### src/rtl/smram_pkg.sv
package smram_pkg;

  localparam int unsigned WIN_COUNT = 3;

  // Window 0 is the primary range every alias folds onto.
  localparam logic [31:0] WIN_BASE [WIN_COUNT] = '{
    32'h000A_0000,
    32'h0E0A_0000,
    32'h4E0A_0000
  };

  typedef enum logic {
    ROUTE_DRAM = 1'b0,
    ROUTE_PCI  = 1'b1
  } route_e;

endpackage

### src/rtl/smram_ctl_reg.sv
module smram_ctl_reg #(
  parameter int unsigned   CTL_W   = 8,
  parameter logic [CTL_W-1:0] RST_VAL = 8'h80
) (
  input  logic             clk,
  input  logic             rst_n,
  input  logic             we,
  input  logic [CTL_W-1:0] wdata,
  output logic [CTL_W-1:0] q
);

  always_ff @(posedge clk or negedge rst_n) begin
    if (!rst_n) begin
      q <= RST_VAL;
    end else if (we) begin
      q <= wdata;
    end
  end

endmodule

### src/rtl/smram_win_match.sv
module smram_win_match #(
  parameter int unsigned  ADDR_W    = 32,
  parameter int unsigned  SPAN_LOG2 = 17,
  parameter logic [ADDR_W-1:0] BASE = '0
) (
  input  logic [ADDR_W-SPAN_LOG2-1:0] page,
  output logic                        match
);

  localparam logic [ADDR_W-SPAN_LOG2-1:0] BASE_PAGE = BASE[ADDR_W-1:SPAN_LOG2];

  always_comb begin
    match = (page == BASE_PAGE);
  end

endmodule

### src/rtl/smram_route.sv
module smram_route
  import smram_pkg::*;
(
  input  logic   hit,
  input  logic   code,
  input  logic   split_en,
  output route_e route
);

  always_comb begin
    if (!hit) begin
      route = ROUTE_PCI;
    end else if (split_en && !code) begin
      route = ROUTE_PCI;
    end else begin
      route = ROUTE_DRAM;
    end
  end

endmodule

### src/rtl/smram_decoder.sv
module smram_decoder
  import smram_pkg::*;
#(
  parameter int unsigned ADDR_W    = 32,
  parameter int unsigned SPAN_LOG2 = 17,
  parameter int unsigned CTL_W     = 8,
  parameter int unsigned OPEN_BIT  = 0,
  parameter int unsigned SPLIT_BIT = 5,
  parameter logic [CTL_W-1:0] CTL_RST = 8'h80
) (
  input  logic              clk,
  input  logic              rst_n,
  input  logic              ctl_we,
  input  logic [CTL_W-1:0]  ctl_wdata,
  input  logic [ADDR_W-1:0] acc_addr,
  input  logic              acc_smm,
  input  logic              acc_code,
  output logic              smr_hit,
  output logic [ADDR_W-1:0] smr_addr,
  output logic              smr_to_pci
);

  localparam int unsigned PAGE_W = ADDR_W - SPAN_LOG2;
  localparam logic [CTL_W-1:0] USED_MASK =
    CTL_W'((1 << OPEN_BIT) | (1 << SPLIT_BIT));
  localparam logic [PAGE_W-1:0] HOME_PAGE =
    WIN_BASE[0][ADDR_W-1:SPAN_LOG2];

  logic [CTL_W-1:0]     ctl_q;
  logic [WIN_COUNT-1:0] win_hit;
  logic                 any_win;
  logic                 win_open;
  logic                 ctl_unused;
  route_e               route;

  smram_ctl_reg #(
    .CTL_W  (CTL_W),
    .RST_VAL(CTL_RST)
  ) u_ctl (
    .clk  (clk),
    .rst_n(rst_n),
    .we   (ctl_we),
    .wdata(ctl_wdata),
    .q    (ctl_q)
  );

  for (genvar w = 0; w < WIN_COUNT; w++) begin : g_win
    smram_win_match #(
      .ADDR_W   (ADDR_W),
      .SPAN_LOG2(SPAN_LOG2),
      .BASE     (WIN_BASE[w][ADDR_W-1:0])
    ) u_match (
      .page (acc_addr[ADDR_W-1:SPAN_LOG2]),
      .match(win_hit[w])
    );
  end

  always_comb begin
    any_win  = |win_hit;
    win_open = acc_smm | ctl_q[OPEN_BIT];
    smr_hit  = any_win & win_open;
    if (smr_hit) begin
      smr_addr = {HOME_PAGE, acc_addr[SPAN_LOG2-1:0]};
    end else begin
      smr_addr = acc_addr;
    end
  end

  smram_route u_route (
    .hit     (smr_hit),
    .code    (acc_code),
    .split_en(ctl_q[SPLIT_BIT]),
    .route   (route)
  );

  assign smr_to_pci = (route == ROUTE_PCI);
  assign ctl_unused = ^(ctl_q & ~USED_MASK);

endmodule

### config.mk
export PLATFORM = sky130hd
export DESIGN_NAME = smram_decoder
export DESIGN_NICKNAME = d
export VERILOG_FILES = /design/src/rtl/smram_pkg.sv /design/src/rtl/smram_ctl_reg.sv /design/src/rtl/smram_win_match.sv /design/src/rtl/smram_route.sv /design/src/rtl/smram_decoder.sv
export SDC_FILE = /design/constraint.sdc
export NUM_CORES = 1
export LEC_CHECK = 0
export BUFFER_PORTS_ARGS = -buffer_cell sky130_fd_sc_hd__buf_2
export CORE_MARGIN = 4
export CORE_UTILIZATION = 25
export CTS_CLUSTER_DIAMETER = 150
export DETAILED_ROUTE_END_ITERATION = 8
export MAX_ROUTING_LAYER = met4
export PLACE_DENSITY = 0.85
export SYNTH_ARGS = -nofsm -noshare
export SYNTH_HDL_FRONTEND = slang
export SYNTH_SLANG_ARGS = --single-unit
### constraint.sdc
create_clock -name clk -period 3.7 [get_ports clk]
set_input_delay 0.74 -clock clk [delete_from_list [all_inputs] [get_ports clk]]
set_output_delay 0.74 -clock clk [all_outputs]
set_load 0.02 [all_outputs]
# Word-level counts from Yosys, hierarchy flattened
# Index checks and enable logic that the tools add are counted.
[word_totals]
ff_bits = 6
inputBits = 45
elab_cells = 12
[op_classes]
eq_ne = 3
n_mux = 3
n_bitwise = 2
n_reduce_logical = 3
[ops]
columns = ["operator", "count"]
rows = [
  ["2-to-1 mux 32 bit", 1],
  ["== test 15 x 11 -> 1 bit, second input constant", 1],
  ["== test 15 x 14 -> 1 bit, second input constant", 1],
  ["== test 15 x 3 -> 1 bit, second input constant", 1],
  ["OR reduction 3 bit", 1],
  ["2-to-1 mux 1 bit", 2],
  ["bitwise AND 1 bit", 1],
  ["logical AND 1 bit", 1],
  ["zero test 1 bit", 1],
  ["bitwise OR 1 bit", 1],
]

# Longest topological paths before layout
[depth]
depth_word = 4
mapped_depth = 3
ltp_nobuf = 3

# Hierarchy
# From an unflattened synthesis, not the netlist that was laid out.
[unflattened]
hier_cells = 69
hier_area_um2 = 747.0
[by_module_without_submodules]
columns = ["module", "n_inst", "cells_each", "area_per_inst_um2", "seq_area_each_um2"]
rows = [
  ["smram_ctl_reg", 1, 17, 332.8, 201.4],
  ["smram_decoder", 1, 35, 264.0, 0.0],
  ["smram_win_match (g_win[2].u_match)", 1, 5, 51.3, 0.0],
  ["smram_win_match (g_win[1].u_match)", 1, 5, 48.8, 0.0],
  ["smram_win_match (g_win[0].u_match)", 1, 5, 37.5, 0.0],
  ["smram_route", 1, 2, 12.5, 0.0],
]

# Worst setup path before layout
# No wires, ideal clock.
[synth_path]
kind = "in2out"
startpoint = "input port acc_addr[29]"
endpoint = "output port smr_to_pci"
t_arrival_ps = 1715
setup_slack_ps = 1245
path_stages = 3
n_path_buf = 0
cell_sequence = "or3_4 -> a211oi_4 -> o2111ai_1"
[synth_via]
elab_chain_cells = 4
word_cells_on_any_way = 6
cone_classes = "eq/ne (3); mux (1); bitwise (1); reduce/logical (1)"
[synth_lines]
columns = ["item", "line", "rtl"]
rows = [
  ["from (decl)", "smram_decoder.sv:15", "input logic [ADDR_W-1:0] acc_addr,"],
  ["== test 15 x 3 -> 1 bit (tied with other cells)", "smram_win_match.sv:13", "match = (page == BASE_PAGE);"],
  ["OR reduction 3 bit (*)", "smram_decoder.sv:59", "any_win = |win_hit;"],
  ["bitwise AND 1 bit (*)", "smram_decoder.sv:61", "smr_hit = any_win & win_open;"],
  ["2-to-1 mux 1 bit (*)", "smram_route.sv:11", "if (!hit) begin"],
  ["to (decl)", "smram_decoder.sv:20", "output logic smr_to_pci"],
]
# Every way passes the cells marked *; elsewhere a longest branch is shown, timed or not.

# Worst setup path in the final report
[layout_path]
startpoint = "input port acc_addr[29]"
endpoint = "output port smr_hit"
[layout_via]
elab_chain_cells = 3
word_cells_on_any_way = 5
cone_classes = "eq/ne (3); bitwise (1); reduce/logical (1)"
[layout_lines]
columns = ["item", "line", "rtl"]
rows = [
  ["== test 15 x 3 -> 1 bit (tied with other cells)", "smram_win_match.sv:13", ""],
  ["OR reduction 3 bit (*)", "smram_decoder.sv:59", ""],
  ["bitwise AND 1 bit (*)", "smram_decoder.sv:61", ""],
  ["to (decl)", "smram_decoder.sv:18", "output logic smr_hit,"],
]
# Marked as above.

==> flow_metrics.tcl <==
set metrics [dict create \
    ios 79 \
    powerDensity_nw_per_um2 265 \
    row_count 13 \
    cts_buffer_depth 2 \
    met2_usage_pct 12.4 \
    route.detailed.drc 0 \
    crit_path_max_fanout 6 \
    num_antenna_cells 0 \
    insertion_delay_ns 0.22 \
    clock-root-buffer "clkbuf_4" \
    final_common_cell "buf_2" \
    synth_seq_area_share_pct 13.6 \
    top_register "u_ctl.q" \
    yosys.area.top_type "buf_4" \
    p_clk_share_pct 41.1 \
    tightest_slew_ns 0.319 \
    p_seq_share_pct 22.1 \
    port_buffers 38 \
    critPathLaunch "acc_addr[29]" \
    internal-power_mw 0.0785 \
    netlist_instances 49 \
    drive_gt1_share_pct 72.6 \
    fin_crit_sh_pct 71.9 \
    largest_reg_flops 2 \
    cts_tree "done" \
    status "completed" \
    cts.sinks 2 \
    critPathKind "input pin to output pin" \
    initial_core_util_pct 27.3 \
    cts.clk_slew.worst_paths_ns 0.03 \
    vias 349 \
    post-route-min-period_ns 2.66 \
    grt_pass1_vias 316 \
    cap_violations 0 \
    cts_resized 0 \
    final_nets 109 \
    yosysWarningCount 0 \
    syn_to_final_growth_pct 16.9 \
    wl_per_cell_um 11.8 \
    hold_viol 0 \
    final_cell_mix "buf_2 (38), inv_1 (3), a31oi_1 (3), clkbuf_4 (3)" \
    rsz0062_at_grt "no" \
    hold_ws_ns 0.298 \
    hp-class "input pin to asynchronous set/reset pin" \
    critPathCaptureType "output pin" \
    grt.busiest_layer "met2" \
    core-area_sq_um 1350 \
    p_sw_share_pct 31.3 \
    grt_pass1_wl_um 1170 \
    synth_top_cells_by_area "buf_4 (35%), dfrtp_1 (14%), clkbuf_1 (11%)" \
    comb_power_share_pct 36.8 \
    gr-total-overflow 0 \
    multi_input_area_sq_um 139 \
    ys_ff_latch 2 \
    switchingPower_mw 0.0358 \
    synth_area_per_cell_sq_um 7.53 \
    relSlewSlack_pct 78.7 \
    die_width_um 46.4 \
    post-cts-setup-buffers 0 \
    grt_usage_pct 8.11 \
    die_area_sq_um 2160 \
    drt_iter0_markers 1 \
    max_freq_ghz 0.376 \
    hold_buffers 0 \
    syn_area_sq_um 369 \
    setup-tns-final_ns 0 \
    ir_worst_vdd_uv 146 \
    synth_top_cell_area_share_pct 34.6 \
    htreeDepth 1 \
    antenna_found_initial 0 \
    r2r_start "u_ctl.q[0]$_DFFE_PN0P_" \
    cp.required_ns 2.96 \
    setup_viol 0 \
    register_area_sq_um 50.0 \
    die_h_um 46.4 \
    n_fill_cell 146 \
    synth_nets 94 \
    routed_wl_um 908 \
    grt_use_met3_pct 3.13 \
    clock_skew_ns 0 \
    grt_util_met1_pct 7.55 \
    largestRegisters "u_ctl.q: 2 flops" \
    viasPerCell 4.53 \
    routabilityCongestion 0.621 \
    ant_nets 0 \
    synthDistinctLibCells 17 \
    cts_buffers 3 \
    grt_max_degree 8 \
    report.final.slew_viol_count 0 \
    drtPass1Iterations 2 \
    p_leak_nw 0.247 \
    cp-start-kind "input pin" \
    cp.arrival_ns 1.92 \
]
-- synth_stat cells --
library cell,number
o211a_1,1
nor3_1,1
dfrtp_1,2
nand4bb_1,1
o2111ai_1,1
or3_4,1
o21a_1,1
mux2_2,2
a31oi_1,3
nand2b_1,1
buf_4,17
nor4_1,1
a211oi_4,1
a21boi_1,1
nand2_1,1
clkbuf_1,11
inv_1,3
-- cell families (layout without fill, tap and decap cells) --
| family | after synthesis | count (layout) | share of synthesized area, % |
|---|---|---|---|
| AOI/OAI and AO/OA | 8 | 8 | 19.7 |
| buffers and inverters | 31 | 44 | 48.8 |
| DFF | 2 | 2 | 13.6 |
| muxes | 2 | 2 | 6.10 |
| and+or+nand+nor | 6 | 6 | 11.9 |
-- worst max-delay path, cell delays in order --
cell	delay (ns)
buf_2	0.10
or3_4	0.39
a211oi_4	0.34
o211a_1	0.20
buf_2	0.16
-- cell type report --
class                   instances  area share (%)
well taps                      15            4.35
repair buffers                 38            44.1
flip-flops and latches          2            11.6
inverters                       3            2.61
multi-input cells              16            32.2
clock buffers                   3            5.22
-- power by group through the flow --
stage               sequential [mW]  combinational, mW  clock (mW)
floorplan                    0.0252             0.0501           0
global placement             0.0256             0.0417           0
detailed placement           0.0256             0.0426           0
CTS                          0.0253             0.0427      0.0502
global route                 0.0255             0.0456      0.0531
finish                       0.0252             0.0421      0.0469
-- per-stage QoR --
step	std cells	utilization [%]	cell area [sq um]	total power [mW]	setup slack [ns]
2_1_floorplan	49	-	369	0.0753	1.25
3_3_place_gp	74	30.3	409	0.0672	1.06
3_5_place_dp	74	30.3	409	0.0681	1.05
4_1_cts	77	32.0	432	0.118	1.05
5_1_grt	77	32.0	432	0.124	0.979
6_report	77	32.0	432	0.114	1.04
-- per-layer routing --
metal | wire length [um] | up-vias | share of wire, %
li1 | - | 164 | -
met1 | 328 | 146 | 36
met2 | 376 | 35 | 41
met3 | 190 | 4 | 21
met4 | 13 | 0 | 1.4
met5 | 0 | - | 0
-- worst paths after layout --
| kind | endpoint | slack, ns | cells past startpoint |
|---|---|---|---|
| worst max-delay path | smr_hit | 1.04 | 5 |
| worst min-delay path | u_ctl.q[5]$_DFFE_PN0P_ | 0.30 | 1 |
| worst max register to register | u_ctl.q[0]$_DFFE_PN0P_ | 2.96 | 1 |
| worst min register to register | u_ctl.q[5]$_DFFE_PN0P_ | 0.50 | 1 |
| max in group asynchronous | u_ctl.q[0]$_DFFE_PN0P_ | 3.30 | 1 |
| min in group clk | u_ctl.q[5]$_DFFE_PN0P_ | 0.50 | 1 |
(Power assumes the default switching activity.)
